## src/rtl/syncChkPkg.sv

```systemverilog
package syncChkPkg;
  localparam logic [7:0] FAULT_NONE = 8'h00;
  localparam logic [7:0] FAULT_JUMP = 8'h43;
  localparam logic [7:0] FAULT_VOLT = 8'h12;

  // control -> datapath strobes
  typedef struct packed {
    logic track;      // armed: keep phase history for jump detection
    logic loadPulse;  // load counter with pulse width
    logic loadWait;   // load counter with confirmation timeout
    logic countDown;  // decrement counter
  } ctrlCmd_t;

  // datapath -> control status
  typedef struct packed {
    logic phaseOk;
    logic voltOk;
    logic slipOk;
    logic inBand;
    logic jump;
    logic cntZero;
  } dpStat_t;

  typedef enum logic [2:0] {
    ST_IDLE, ST_ARMED, ST_PULSE, ST_WAIT, ST_LATCHED
  } syncState_t;
endpackage

```

## src/rtl/syncDatapath.sv

```systemverilog
module syncDatapath
  import syncChkPkg::*;
#(
  parameter int PH_W        = 16,
  parameter int MAG_W       = 16,
  parameter int WAIT_CYCLES = 64,
  parameter int STROBE_US   = 2000,
  parameter int JUMP_LIM    = 500
) (
  input  logic                    clk,
  input  logic                    rstN,
  input  logic                    evalStb,
  input  logic signed [PH_W-1:0]  phaseDiff,
  input  logic signed [PH_W-1:0]  slipFreq,
  input  logic [MAG_W-1:0]        busMag,
  input  logic [MAG_W-1:0]        gridMag,
  input  logic                    cfgWe,
  input  logic [2:0]              cfgAddr,
  input  logic [PH_W-1:0]         cfgData,
  input  ctrlCmd_t                cmd,
  output dpStat_t                 stat
);
  localparam int PROD_W = PH_W + 24;
  localparam int WIDE   = PROD_W + 1;
  localparam int VP_W   = MAG_W + 7;
  localparam int CNT_W  = ($clog2(WAIT_CYCLES) > 8) ? $clog2(WAIT_CYCLES) : 8;

  localparam logic signed [PH_W-1:0] PH_DEF_MAX = PH_W'(1500);
  localparam logic signed [PH_W-1:0] PH_DEF_MIN = -PH_DEF_MAX;
  localparam logic [PH_W-1:0] SLIP_DEF = PH_W'(200);
  localparam logic [PH_W-1:0] SLIP_CAP = PH_W'(500);
  localparam logic [PH_W-1:0] MS_LO    = PH_W'(50);
  localparam logic [PH_W-1:0] MS_HI    = PH_W'(120);
  localparam logic [PROD_W-1:0] ANG_SAT = PROD_W'(18000);
  localparam logic [PH_W:0] HALF_TURN = (PH_W+1)'(18000);
  localparam logic [PH_W:0] FULL_TURN = (PH_W+1)'(36000);
  localparam logic [PH_W:0] JUMP_W    = (PH_W+1)'(JUMP_LIM);

  // setpoint registers
  logic signed [PH_W-1:0] phaseMaxR, phaseMinR;
  logic [PH_W-1:0]        slipLimR;
  logic [7:0]             closeMsR, pulseWR;

  always_ff @(posedge clk or negedge rstN) begin
    if (!rstN) begin
      phaseMaxR <= PH_DEF_MAX;
      phaseMinR <= PH_DEF_MIN;
      slipLimR  <= SLIP_DEF;
      closeMsR  <= 8'd60;
      pulseWR   <= 8'd4;
    end else if (cfgWe) begin
      case (cfgAddr)
        3'd0: phaseMaxR <= $signed(cfgData);
        3'd1: phaseMinR <= $signed(cfgData);
        3'd2: if (cfgData <= SLIP_CAP) slipLimR <= cfgData;
        3'd3: if (cfgData >= MS_LO && cfgData <= MS_HI) closeMsR <= cfgData[7:0];
        3'd4: if (cfgData[7:0] != 8'd0 && cfgData[PH_W-1:8] == '0) pulseWR <= cfgData[7:0];
        default: ;
      endcase
    end
  end

  // lead angle and per-strobe phase advance
  logic [PH_W-1:0]   absSlip;
  logic [PROD_W-1:0] leadRaw, leadSat, stepRaw, stepV;
  logic signed [WIDE-1:0] leadS, stepS, phaseW, distS;

  always_comb begin
    absSlip = slipFreq[PH_W-1] ? $unsigned(-slipFreq) : $unsigned(slipFreq);
    leadRaw = (PROD_W'(absSlip) * PROD_W'(closeMsR) * PROD_W'(36)) / PROD_W'(1000);
    leadSat = (leadRaw > ANG_SAT) ? ANG_SAT : leadRaw;
    stepRaw = (PROD_W'(absSlip) * PROD_W'(STROBE_US) * PROD_W'(36)) / PROD_W'(1000000);
    stepV   = (stepRaw == '0) ? PROD_W'(1) : stepRaw;
    leadS   = $signed({1'b0, leadSat});
    stepS   = $signed({1'b0, stepV});
    phaseW  = $signed({{(WIDE-PH_W){phaseDiff[PH_W-1]}}, phaseDiff});
    distS   = slipFreq[PH_W-1] ? phaseW : -phaseW;
  end

  // voltage ratio by cross multiplication
  logic [VP_W-1:0] busX100, gridX95, gridX105;
  always_comb begin
    busX100  = VP_W'(busMag)  * VP_W'(100);
    gridX95  = VP_W'(gridMag) * VP_W'(95);
    gridX105 = VP_W'(gridMag) * VP_W'(105);
  end

  // phase history for step detection
  logic signed [PH_W-1:0] prevPhase;
  logic                   prevValid;
  logic signed [PH_W:0]   deltaS;
  logic [PH_W:0]          absD, wrapD;

  always_ff @(posedge clk or negedge rstN) begin
    if (!rstN) begin
      prevPhase <= '0;
      prevValid <= 1'b0;
    end else if (!cmd.track) begin
      prevValid <= 1'b0;
    end else if (evalStb) begin
      prevPhase <= phaseDiff;
      prevValid <= 1'b1;
    end
  end

  always_comb begin
    deltaS = $signed({phaseDiff[PH_W-1], phaseDiff}) - $signed({prevPhase[PH_W-1], prevPhase});
    absD   = deltaS[PH_W] ? $unsigned(-deltaS) : $unsigned(deltaS);
    wrapD  = (absD > HALF_TURN) ? (FULL_TURN - absD) : absD;
  end

  // shared pulse / timeout counter
  logic [CNT_W-1:0] cntR;
  always_ff @(posedge clk or negedge rstN) begin
    if (!rstN)                  cntR <= '0;
    else if (cmd.loadPulse)     cntR <= CNT_W'(pulseWR) - CNT_W'(1);
    else if (cmd.loadWait)      cntR <= CNT_W'(WAIT_CYCLES - 1);
    else if (cmd.countDown && cntR != '0) cntR <= cntR - CNT_W'(1);
  end

  always_comb begin
    stat.phaseOk = (phaseDiff >= phaseMinR) && (phaseDiff <= phaseMaxR);
    stat.voltOk  = (busX100 >= gridX95) && (busX100 <= gridX105);
    stat.slipOk  = absSlip < slipLimR;
    stat.inBand  = (distS <= leadS) && (distS > (leadS - stepS));
    stat.jump    = prevValid && (wrapD > JUMP_W);
    stat.cntZero = (cntR == '0);
  end
endmodule

```

## src/rtl/syncControl.sv

```systemverilog
module syncControl
  import syncChkPkg::*;
(
  input  logic       clk,
  input  logic       rstN,
  input  logic       evalStb,
  input  logic       closeReq,
  input  logic       breakerClosed,
  input  dpStat_t    stat,
  output ctrlCmd_t   cmd,
  output logic       closePulse,
  output logic       isArmed,
  output logic [7:0] faultCode
);
  syncState_t state;
  logic fireNow;

  always_comb begin
    fireNow = evalStb && stat.phaseOk && stat.voltOk && stat.slipOk
              && stat.inBand && !stat.jump;
    cmd.track     = (state == ST_ARMED);
    cmd.loadPulse = (state == ST_ARMED) && !breakerClosed && closeReq && fireNow;
    cmd.loadWait  = (state == ST_PULSE) && !breakerClosed && stat.cntZero;
    cmd.countDown = (state == ST_PULSE) || (state == ST_WAIT);
  end

  always_ff @(posedge clk or negedge rstN) begin
    if (!rstN) begin
      state     <= ST_IDLE;
      faultCode <= FAULT_NONE;
    end else begin
      case (state)
        ST_IDLE:
          if (breakerClosed) state <= ST_LATCHED;
          else if (closeReq) state <= ST_ARMED;
        ST_ARMED:
          if (breakerClosed)  state <= ST_LATCHED;
          else if (!closeReq) state <= ST_IDLE;
          else if (evalStb) begin
            if (stat.jump) begin
              faultCode <= FAULT_JUMP;
              state     <= ST_IDLE;
            end else if (!stat.voltOk) begin
              faultCode <= FAULT_VOLT;
            end else if (fireNow) begin
              state <= ST_PULSE;
            end
          end
        ST_PULSE:
          if (breakerClosed)     state <= ST_LATCHED;
          else if (stat.cntZero) state <= ST_WAIT;
        ST_WAIT:
          if (breakerClosed)     state <= ST_LATCHED;
          else if (stat.cntZero) state <= ST_IDLE;
        ST_LATCHED:
          if (!breakerClosed) state <= ST_IDLE;
        default: state <= ST_IDLE;
      endcase
    end
  end

  assign closePulse = (state == ST_PULSE);
  assign isArmed    = (state == ST_ARMED);
endmodule

```

## src/rtl/syncCheckTop.sv

```systemverilog
module syncCheckTop
  import syncChkPkg::*;
#(
  parameter int PH_W        = 16,
  parameter int MAG_W       = 16,
  parameter int WAIT_CYCLES = 64,
  parameter int STROBE_US   = 2000,
  parameter int JUMP_LIM    = 500
) (
  input  logic                   clk,
  input  logic                   rstN,
  input  logic                   evalStb,
  input  logic signed [PH_W-1:0] phaseDiff,
  input  logic signed [PH_W-1:0] slipFreq,
  input  logic [MAG_W-1:0]       busMag,
  input  logic [MAG_W-1:0]       gridMag,
  input  logic                   closeReq,
  input  logic                   breakerClosed,
  input  logic                   cfgWe,
  input  logic [2:0]             cfgAddr,
  input  logic [PH_W-1:0]        cfgData,
  output logic                   closePulse,
  output logic [7:0]             faultCode
);
  ctrlCmd_t ctrlCmd;
  dpStat_t  dpStat;
  logic     ctrlArmed;

  syncDatapath #(
    .PH_W(PH_W), .MAG_W(MAG_W), .WAIT_CYCLES(WAIT_CYCLES),
    .STROBE_US(STROBE_US), .JUMP_LIM(JUMP_LIM)
  ) uDp (
    .clk(clk), .rstN(rstN), .evalStb(evalStb),
    .phaseDiff(phaseDiff), .slipFreq(slipFreq),
    .busMag(busMag), .gridMag(gridMag),
    .cfgWe(cfgWe), .cfgAddr(cfgAddr), .cfgData(cfgData),
    .cmd(ctrlCmd), .stat(dpStat)
  );

  syncControl uCtrl (
    .clk(clk), .rstN(rstN), .evalStb(evalStb),
    .closeReq(closeReq), .breakerClosed(breakerClosed),
    .stat(dpStat), .cmd(ctrlCmd),
    .closePulse(closePulse), .isArmed(ctrlArmed), .faultCode(faultCode)
  );
endmodule

```

## config.mk

```make
export PLATFORM = sky130hd
export DESIGN_NAME = syncCheckTop
export DESIGN_NICKNAME = d
export VERILOG_FILES = /design/src/rtl/syncChkPkg.sv /design/src/rtl/syncDatapath.sv /design/src/rtl/syncControl.sv /design/src/rtl/syncCheckTop.sv
export SDC_FILE = /design/constraint.sdc
export NUM_CORES = 2
export LEC_CHECK = 0
export ABC_AREA = 1
export BUFFER_PORTS_ARGS = -buffer_cell sky130_fd_sc_hd__buf_4
export CAP_MARGIN = 15
export CORE_MARGIN = 5
export CORE_UTILIZATION = 60
export CTS_BUF_LIST = sky130_fd_sc_hd__clkbuf_4 sky130_fd_sc_hd__clkbuf_8 sky130_fd_sc_hd__clkbuf_16
export DETAILED_ROUTE_END_ITERATION = 10
export HOLD_SLACK_MARGIN = 0.03
export PLACE_DENSITY = 0.77
export SYNTH_ARGS = -nofsm -noshare
export SYNTH_HDL_FRONTEND = slang
export SYNTH_SLANG_ARGS = --single-unit
```

## constraint.sdc

```tcl
create_clock -name clk -period 40.4 [get_ports clk]
set_input_delay 2.02 -clock clk [delete_from_list [all_inputs] [get_ports clk]]
set_output_delay 2.02 -clock clk [all_outputs]
set_load 0.01 [all_outputs]
```

==> qor.txt <==
Status: completed
Tmin final: 28.53 ns
Via count: 35200
DRT Pass-1 Iters: 8
DIE AREA: 68600 um^2
Min-Delay Path Class: flop to flop
Worst slew pin tran: 0.991 ns
Gr usage total: 0.262
Final Hold Fails: 0
Syn Std Cell Area: 38100 um^2
Max-Cap Viols: 0
Setup crit end kind: flop
Critical path arrival: 28.78 ns
Area of the multi-input gates: 31000 um^2
Post-Synth XOR/XNOR Area: 0.0712
Fmax: 35.0 MHz
Pin count of the biggest net entering global routing: 51
FP Rows: 92
Slew HR: 0.337
Final Max Tran Viols: 0
Wirelength, routed: 90400 um
Clk sinks: 95
Avg Inst Size Synth: 6.77 um^2
Register area: 2410 um^2
RSZ-0062 raised after global routing: no
Wire length per cell: 13.8 um
Post-synth EDFFs: 0
Initial antenna violation count: 2
CTS tree: yes
Filler cells: 5883
Max incr delay on CP: 0.69 ns
DR DRC count: 0
Vias in the first global route: 33000
Total CTS buffers: 9
Max FO, Critical Path: 23
Core Region: 63000 um^2
Setup Buffers After CTS: 0
Grt ovf: 0
Worst path slowest cell: fa_1
Die X-Extent: 262 um
Post-DRT Antenna Nets: 0
Clock skew: 0.00946 ns
Synth Area in Simple Gates: 0.338
Nets: 6536
Crit start category: input pin
Period utilization: 0.706
Post-CTS Resized: 0
Violation count after the first detailed-routing iteration: 2156
Main combinational cell family by area after synthesis: simple AND/OR/NAND/NOR gates
Adder-cell share of the synthesized area: 0.294
Clk Latency, worst-skew pair: 0.35 ns
Initial core utilization: 0.605
GP Congestion: 1.01
HPWL after detailed placement: 77600 um
P&R area growth vs syn: 4.38%
Flops & latches, synth: 95
Setup Viol. Count Final: 0
Yosys warnings: 0
Post-Route Setup TNS: 0 ns
Clk slew on worst S/H paths: 0.08 ns
Ports: 98
Die height: 262 um
Global-route wire length before repair: 154000 um
Max Root-Sink Buffers: 2
Compound-Gate Fraction of Synth Area: 0.108
Root buf cell: clkbuf_16
Async SR Flop Fraction: 1.00
Critical path class: input pin to flop
Ratio of cells with drive above 1 in the final layout: 0.114
Synthesized instance count: 5630
Critical path's most frequent cell: nand2_1
Post-CTS Hold Buffers: 0
CTS H-tree depth: 3
Count of cell types in the netlist: 88
PortBufs: 93
Vias/cell: 5.38
Register area share after synthesis: 0.0632
Post-synth top flop: dfrtp_1
Req. time, crit path: 40.65 ns
Mux share of post-synthesis cell area: 0.00174
worst paths after layout:
check | start | to | slack (ns) | depth (start not counted)
setup / recovery | slipFreq[0] | uDp.cntR[2] | 11.87 | 151
hold / removal | uDp.prevPhase[1] | uDp.prevPhase[1] | 0.49 | 2
setup reg to reg | uDp.closeMsR[5] | uDp.cntR[2] | 15.10 | 154
hold reg to reg | uDp.prevPhase[1] | uDp.prevPhase[1] | 0.49 | 2
max in group asynchronous | rstN | uDp.prevPhase[10] | 37.67 | 2
min in group asynchronous | rstN | uDp.cntR[5] | 1.66 | 1
cell families after synthesis:
kind of cell | count (synthesis)
compound gates | 696
buf+inv | 1154
flops | 95
mux | 5
fa+ha+maj | 758
simple gates | 2619
other cells | 2
xor+xnor | 301
stage by stage:
step	hold slack [ns]	cells	utilization	setup slack, ns	instance area, um^2
floorplan	0.448	5639	-	16.63	38100
global placement	0.463	6524	0.627	11.86	39500
detailed placement	0.470	6524	0.627	11.53	39500
CTS	0.490	6540	0.631	11.84	39800
global route	0.504	6541	0.631	8.44	39800
finish	0.489	6541	0.631	11.87	39800
cells in the mapped netlist, types with 19 or more instances:
master,n,share of area
inv_1,1027,0.10
o21ai_1,33,0.0043
nand2_1,1191,0.12
o21bai_1,29,0.0057
nand3b_1,29,0.0057
o211ai_1,28,0.0055
clkbuf_1,37,0.0036
nor2_4,19,0.0056
nor2_2,30,0.0049
nand2_2,154,0.025
nand2_4,108,0.032
ha_1,529,0.17
xnor2_1,90,0.021
dfstp_2,23,0.016
fa_1,229,0.12
nor3_1,44,0.0058
o21ai_2,20,0.0046
nand3_1,367,0.048
nand4_1,105,0.017
xor2_1,204,0.047
inv_2,36,0.0035
dfrtp_1,72,0.047
nand3_2,33,0.0087
o21ai_0,212,0.028
nor2_1,460,0.045
a21oi_1,266,0.035
routing by layer:
| metal | global-route usage | vias to the layer above | wire length [um] |
|---|---|---|---|
| met5 | 0 | - | 13 |
| met4 | 0.0620 | 2 | 2390 |
| met3 | 0.0246 | 130 | 4090 |
| met2 | 0.456 | 763 | 42700 |
| met1 | 0.353 | 16200 | 41200 |
| li1 | - | 18100 | - |
cells in the final DEF (no fill, tap or decap), drive strengths merged, types with 28 or more instances in the layout:
master and count:
buf 103, ha 529, nor2 515, o211ai 28, nand3 412, o21bai 34, inv 1076, a21oi 278
nor3 47, nand3b 31, xnor2 92, nand2 1459, nand4 110, dfrtp 72, fa 229, o21ai 270
xor2 209
flip-flops by register name, indices dropped and copies added (netlist names):
name	flops
uDp.slipLimR	16
uDp.prevValid	1
uDp.prevPhase	16
uDp.phaseMinR	16
uDp.phaseMaxR	16
uDp.closeMsR	8
uCtrl.faultCode	3
uDp.cntR	8
uDp.pulseWR	8
uCtrl.state	3
layout make-up:
class	count	area share
multi-input combinational	4390	0.781
clock inverter	7	0.00186
sequential	95	0.0605
tap	846	0.0266
inverter	1090	0.105
antenna	1	0.0000629
clock buffer	9	0.00566
timing repair buffer	103	0.0194
critical path: cells and delay by family:
kind / cells / cell delay (ns)
fa+ha+maj: 11 / 4.31
mux: 1 / 0.38
buf+inv: 18 / 2.66
xor+xnor: 3 / 0.86
simple gates: 99 / 14.83
compound gates: 19 / 3.65
Power is left out: the tool's default activity adds up to more than one toggle a clock period on the data nets, which glitch-free logic cannot reach.
